[src/rtl/pwr_seq_pkg.sv]
package pwr_seq_pkg;
  typedef enum logic [2:0] {
    M_NOSUP    = 3'd0,
    M_BACKUP   = 3'd1,
    M_OFF_WARM = 3'd2,
    M_OFF_COLD = 3'd3,
    M_START    = 3'd4,
    M_ON       = 3'd5,
    M_SLEEP    = 3'd6
  } pmode_e;
endpackage

[src/rtl/pwr_edge_sync.sv]
module pwr_edge_sync #(
  parameter int unsigned N = 3
) (
  input  logic         clk_i,
  input  logic         rst_ni,
  input  logic [N-1:0] in_i,
  output logic [N-1:0] ev_o
);
  for (genvar g = 0; g < N; g++) begin : g_ch
    logic s1_q, s2_q, d_q;
    always_ff @(posedge clk_i or negedge rst_ni) begin
      if (!rst_ni) begin
        s1_q <= 1'b0;
        s2_q <= 1'b0;
        d_q  <= 1'b0;
      end else begin
        s1_q <= in_i[g];
        s2_q <= s1_q;
        d_q  <= s2_q;
      end
    end
    assign ev_o[g] = s2_q & ~d_q;


    single_event_chk: assert property (@(posedge clk_i) disable iff (!rst_ni)
      ev_o[g] |=> !ev_o[g]);
  end
endmodule

[src/rtl/pwr_rst_timer.sv]
module pwr_rst_timer #(
  parameter int unsigned DLY_CYC = 524
) (
  input  logic clk_i,
  input  logic rst_ni,
  input  logic run_i,
  input  logic rdy_i,
  output logic done_o
);
  localparam int unsigned CW = $clog2(DLY_CYC + 1);
  localparam logic [CW-1:0] LAST = CW'(DLY_CYC - 1);

  logic [CW-1:0] cnt_q;

  always_ff @(posedge clk_i or negedge rst_ni) begin
    if (!rst_ni)               cnt_q <= '0;
    else if (!run_i || !rdy_i) cnt_q <= '0;
    else if (cnt_q != LAST)    cnt_q <= cnt_q + 1'b1;
  end

  assign done_o = run_i & rdy_i & (cnt_q == LAST);


  cnt_range_chk: assert property (@(posedge clk_i) disable iff (!rst_ni)
    cnt_q <= LAST);
endmodule

[src/rtl/pwr_mode_seq.sv]
module pwr_mode_seq
  import pwr_seq_pkg::*;
#(
  parameter int unsigned DLY_CYC = 524
) (
  input  logic       clk_i,
  input  logic       rst_ni,
  input  logic       main_ok_i,
  input  logic       bkup_ok_i,
  input  logic       pwr_key_i,
  input  logic       chg_det_i,
  input  logic       acc_clk_i,
  input  logic       rtc_alarm_i,
  input  logic       reg_rdy_i,
  input  logic       rfclk_rdy_i,
  input  logic       osc_rdy_i,
  input  logic       sw_sleep_i,
  input  logic       sw_off_i,
  input  logic       sw_off_cold_i,
  output logic [2:0] mode_o,
  output logic       reg_en_o,
  output logic       reg_sleep_o,
  output logic       tcxo_en_o,
  output logic       osc32_en_o,
  output logic       sys_rst_no
);
  localparam int unsigned WAKE_N = 3;

  pmode_e      mode_q, mode_d;
  logic [WAKE_N-1:0] ev;
  logic        pin_ev, any_wake, dly_done, wake_pend_q;

  pwr_edge_sync #(.N(WAKE_N)) u_sync (
    .clk_i (clk_i),
    .rst_ni(rst_ni),
    .in_i  ({acc_clk_i, chg_det_i, pwr_key_i}),
    .ev_o  (ev)
  );

  pwr_rst_timer #(.DLY_CYC(DLY_CYC)) u_tmr (
    .clk_i (clk_i),
    .rst_ni(rst_ni),
    .run_i (mode_q == M_START),
    .rdy_i (reg_rdy_i & rfclk_rdy_i),
    .done_o(dly_done)
  );

  assign pin_ev   = |ev;
  assign any_wake = pin_ev | rtc_alarm_i;

  always_comb begin
    mode_d = mode_q;
    if (!main_ok_i) begin
      mode_d = bkup_ok_i ? M_BACKUP : M_NOSUP;
    end else begin
      case (mode_q)
        M_NOSUP:    mode_d = M_OFF_COLD;
        M_BACKUP:   mode_d = M_OFF_WARM;
        M_OFF_WARM: if (any_wake) mode_d = M_START;
        M_OFF_COLD: if (pin_ev)   mode_d = M_START;  // RTC stopped
        M_START:    if (dly_done) mode_d = M_ON;
        M_ON: begin
          if (sw_off_i)        mode_d = sw_off_cold_i ? M_OFF_COLD : M_OFF_WARM;
          else if (sw_sleep_i) mode_d = M_SLEEP;
        end
        M_SLEEP:    if (wake_pend_q && osc_rdy_i) mode_d = M_ON;
        default:    mode_d = M_NOSUP;
      endcase
    end
  end

  always_ff @(posedge clk_i or negedge rst_ni) begin
    if (!rst_ni) begin
      mode_q      <= M_NOSUP;
      wake_pend_q <= 1'b0;
    end else begin
      mode_q      <= mode_d;
      wake_pend_q <= (mode_q == M_SLEEP) && (wake_pend_q || any_wake);
    end
  end

  assign mode_o      = mode_q;
  assign reg_en_o    = (mode_q == M_START) || (mode_q == M_ON) || (mode_q == M_SLEEP);
  assign reg_sleep_o = (mode_q == M_SLEEP);
  assign tcxo_en_o   = (mode_q == M_START) || (mode_q == M_ON) ||
                       ((mode_q == M_SLEEP) && wake_pend_q);
  assign osc32_en_o  = (mode_q != M_NOSUP) && (mode_q != M_OFF_COLD);
  assign sys_rst_no  = (mode_q == M_ON) || (mode_q == M_SLEEP);


  batt_loss_chk: assert property (@(posedge clk_i) disable iff (!rst_ni)
    !main_ok_i |=> (mode_q == M_NOSUP || mode_q == M_BACKUP));

  start_entry_chk: assert property (@(posedge clk_i) disable iff (!rst_ni)
    (mode_q == M_START && $past(mode_q) != M_START) |->
      ($past(mode_q) == M_OFF_WARM || $past(mode_q) == M_OFF_COLD));

  on_entry_chk: assert property (@(posedge clk_i) disable iff (!rst_ni)
    (mode_q == M_ON && $past(mode_q) != M_ON && $past(mode_q) != M_SLEEP) |->
      ($past(mode_q) == M_START && $past(reg_rdy_i) && $past(rfclk_rdy_i)));

  sleep_entry_chk: assert property (@(posedge clk_i) disable iff (!rst_ni)
    (mode_q == M_SLEEP && $past(mode_q) != M_SLEEP) |-> $past(mode_q) == M_ON);

  sleep_exit_chk: assert property (@(posedge clk_i) disable iff (!rst_ni)
    (mode_q == M_ON && $past(mode_q) == M_SLEEP) |-> $past(osc_rdy_i));
endmodule

[config.mk]
export PLATFORM = sky130hd
export DESIGN_NAME = pwr_mode_seq
export DESIGN_NICKNAME = d
export VERILOG_FILES = /design/src/rtl/pwr_seq_pkg.sv /design/src/rtl/pwr_edge_sync.sv /design/src/rtl/pwr_rst_timer.sv /design/src/rtl/pwr_mode_seq.sv
export SDC_FILE = /design/constraint.sdc
export NUM_CORES = 1
export LEC_CHECK = 0
export BUFFER_PORTS_ARGS = -buffer_cell sky130_fd_sc_hd__buf_2
export CAP_MARGIN = 15
export CELL_PAD_IN_SITES_DETAIL_PLACEMENT = 0
export CELL_PAD_IN_SITES_GLOBAL_PLACEMENT = 2
export CORE_ASPECT_RATIO = 1.4
export CORE_MARGIN = 2
export CORE_UTILIZATION = 35
export CTS_BUF_LIST = sky130_fd_sc_hd__clkbuf_8 sky130_fd_sc_hd__clkbuf_16
export DETAILED_ROUTE_END_ITERATION = 8
export GPL_ROUTABILITY_DRIVEN = 0
export HOLD_SLACK_MARGIN = 0.03
export PLACE_DENSITY = 0.89
export SYNTH_ARGS = -nofsm -noshare
export SYNTH_HDL_FRONTEND = slang
export SYNTH_SLANG_ARGS = --single-unit
[constraint.sdc]
create_clock -name clk_i -period 2.7 [get_ports clk_i]
set_input_delay 0.135 -clock clk_i [delete_from_list [all_inputs] [get_ports clk_i]]
set_output_delay 0.135 -clock clk_i [all_outputs]
set_load 0.02 [all_outputs]
==> key figures <==
Status
  – Outcome: completed

Floorplanning
  – Chip height: 68.9 µm
  – Boundary pin count: 22
  – Core Box Area: 0.00288 mm²
  – Die span in x: 50.4 µm
  – Row count: 23
  – Initial Util: 36.6%
  – Die footprint: 0.00347 mm²

Logic synthesis
  – Ys Warns: 0
  – Largest cells by area after synthesis: dfrtp_1, xor2_1, nor2_1
  – Synth top area share: 54.6%
  – Yosys cell types: 32
  – Synthesized cell area: 0.00105 mm²
  – Count leader, synth: dfrtp_1
  – Seq/Total Area, Yosys: 54.6%
  – Synthesis-stage register bit count: 23
  – Syn Nets: 114
  – Post-synth EDFFs: 0
  – Syn Inst Count: 99
  – Share of flip-flops with an asynchronous set or reset: 100%
  – Commonest cells in the synthesized netlist: dfrtp_1, nor2_1, nand3_1
  – Leading area contributor after synthesis: dfrtp_1
  – Synth Area per Inst: 10.6 µm²
  – Main flop type after synthesis: dfrtp_1

Clocking
  – Post-cts resize count: 0
  – Clock Tree Root: clkbuf_8
  – Clk sink count: 23
  – H-tree lvl count: 1
  – Post CTS Setup Buffer Count: 0
  – CTS tree: done
  – CTS buffer count: 3
  – Hold buffers post-CTS: 4
  – Clock slew at reported path FFs: 0.08 ns
  – Skew-Pair Late Insertion Delay: 0.27 ns
  – Clk buf depth: 2

Setup path
  – Critical setup path kind: flip-flop to flip-flop
  – Critical path capture point type: flip-flop
  – Worst Path Max Fanout: 11
  – Worst endpoint required time: 2.86 ns
  – Crit path launch type: flip-flop
  – Arrival time worst endpoint: 1.86 ns

STA
  – Slew @ Worst Pin: 0.499 ns
  – Final setup viols: 0
  – Setup_tns: 0 ns
  – Slew Viols, Final: 0
  – Final worst-path cycle share: 63.1%
  – Final worst slack: 0.997 ns
  – Highest Clock Rate: 587 MHz
  – RSZ-0062 raised after global routing: false
  – Rel. slew slack: 66.8%
  – Final hold violation count: 0
  – Minimum clock period after layout: 1.70 ns
  – Worst Clk Skew: 0.00125 ns

Routing
  – Routed Antenna Nets: 0
  – Average wire per standard cell: 12.0 µm
  – DR DRC count: 0
  – First DRT Iteration DRCs: 4
  – Drt total wl: 1950 µm
  – Vias per inst: 4.86
  – First-pass iteration count of the detailed router: 3
  – Via Count: 787

Power
  – VDD IR-drop max: 0.000339 V
  – Cell Pwr Density: 566 mW/mm²
  – LEAKAGE: 0.000595 µW

GRT
  – GRT Util Overall: 13.1%
  – Via count of the first global-routing pass: 776
  – Antenna violations before repair: 0
  – GR Overflow Total: 0
  – First-pass GRT wire length: 3310 µm
  – Largest net degree at the start of global routing: 24

Place
  – HPWL after DPL: 1450 µm
  – Pre-CTS setup slack: 1.02 ns
  – Placed Area: 0.00118 mm²
  – Port Buffers: 21

Cells and area
  – Post-route cell area: 0.00127 mm²
  – Area delta synth->final: 20.2%
  – NumNets Final: 141
  – ANT cells: 0
  – Ratio of cells with drive above 1 in the final layout: 21.6%

Flow run
  – Max_cap viols: 0

Hold path
  – Class of the worst hold path: input port to flip-flop
## layer usage
layer  vias to the layer above  wire length, µm  GRT usage [%]
met5                         -                0              0
met1                       376              815           13.4
li1                        389                -              -
met4                         0               65           10.1
met2                        17              986           23.5
met3                         5               84           2.59
## registers in the layout, indices dropped and copies added (netlist names)
name and cells:
u_sync.g_ch.s1_q 3, u_tmr.cnt_q 10, u_sync.g_ch.s2_q 3, wake_pend_q 1
mode_o 3, u_sync.g_ch.d_q 3
## worst max-delay path: stages, from the launching register on
cell and delay [ns]:
dfrtp_1 0.49, nand2b_1 0.23, or4_4 0.45, o311a_1 0.16
a22oi_1 0.19, nor2b_1 0.07
## worst paths after layout
path                                                      end  slack, ns  cells past startpoint                           from
worst max-delay path                    mode_o[2]$_DFFE_PN0P_        1.0                      5          mode_o[1]$_DFFE_PN0P_
worst min-delay path                    mode_o[0]$_DFFE_PN0P_       0.08                      2                      main_ok_i
worst max register to register          mode_o[2]$_DFFE_PN0P_        1.0                      5          mode_o[1]$_DFFE_PN0P_
worst min register to register  u_sync.g_ch[0].s2_q$_DFF_PN0_       0.35                      0  u_sync.g_ch[0].s1_q$_DFF_PN0_
max in group asynchronous          u_tmr.cnt_q[9]$_DFFE_PN0N_       2.00                      2                         rst_ni
min in group asynchronous       u_sync.g_ch[0].s1_q$_DFF_PN0_       0.36                      2                         rst_ni
## per-stage QoR
stage          total power [µW]  cells  hold WS [ns]  util [%]
3_5_place_dp                504    154         0.133      40.9
5_1_grt                     759    162        0.0688      44.0
3_3_place_gp                502    154         0.122      40.9
2_1_floorplan               470     99        -0.161         -
6_report                    717    162        0.0783      44.0
4_1_cts                     730    162        0.0727      44.0
## report_power, final
group,switching (µW),internal [µW],leakage [µW]
Combinational,67.6,52.7,0.000277
Sequential,21.8,358,0.000296
Clock,112,105,0.0000217
## final cells by class
cell class,instances,area (µm²)
Clock buffer,3,41.3
Clock inverter,1,7.51
Fill cell,308,1610
Inverter,4,15.0
Multi-Input combinational cell,69,435
Sequential cell,23,576
Tap cell,37,46.3
Timing Repair Buffer,25,145
## logic make-up (layout without fill, tap and decap cells)
| group | after synthesis | after routing | synth area share [%] |
|---|---|---|---|
| AOI/OAI and AO/OA | 13 | 13 | 8.79 |
| xor gates and xnor gates | 10 | 10 | 8.31 |
| adders and majority gates | 1 | 1 | 1.19 |
| buffers and inverters | 7 | 33 | 4.04 |
| DFF | 23 | 23 | 54.6 |
| muxes | 1 | 1 | 0.950 |
| and+or+nand+nor | 44 | 44 | 22.1 |
## cells in the final DEF, fill, tap and decap left out, types with 2 or more instances in the layout
cell type	Yosys	routed
nand3_1	8	8
xor2_1	7	7
a21boi_0	2	2
a22oi_1	2	2
nor2b_1	5	5
nor2_1	13	13
inv_1	3	3
and3_1	3	3
nand2_1	5	5
clkbuf_8	0	3
nand2b_1	3	3
xnor2_1	3	3
dlygate4sd3_1	0	4
buf_2	1	21
dfrtp_1	23	23
o21ai_0	2	2
(Power assumes the default switching activity.)
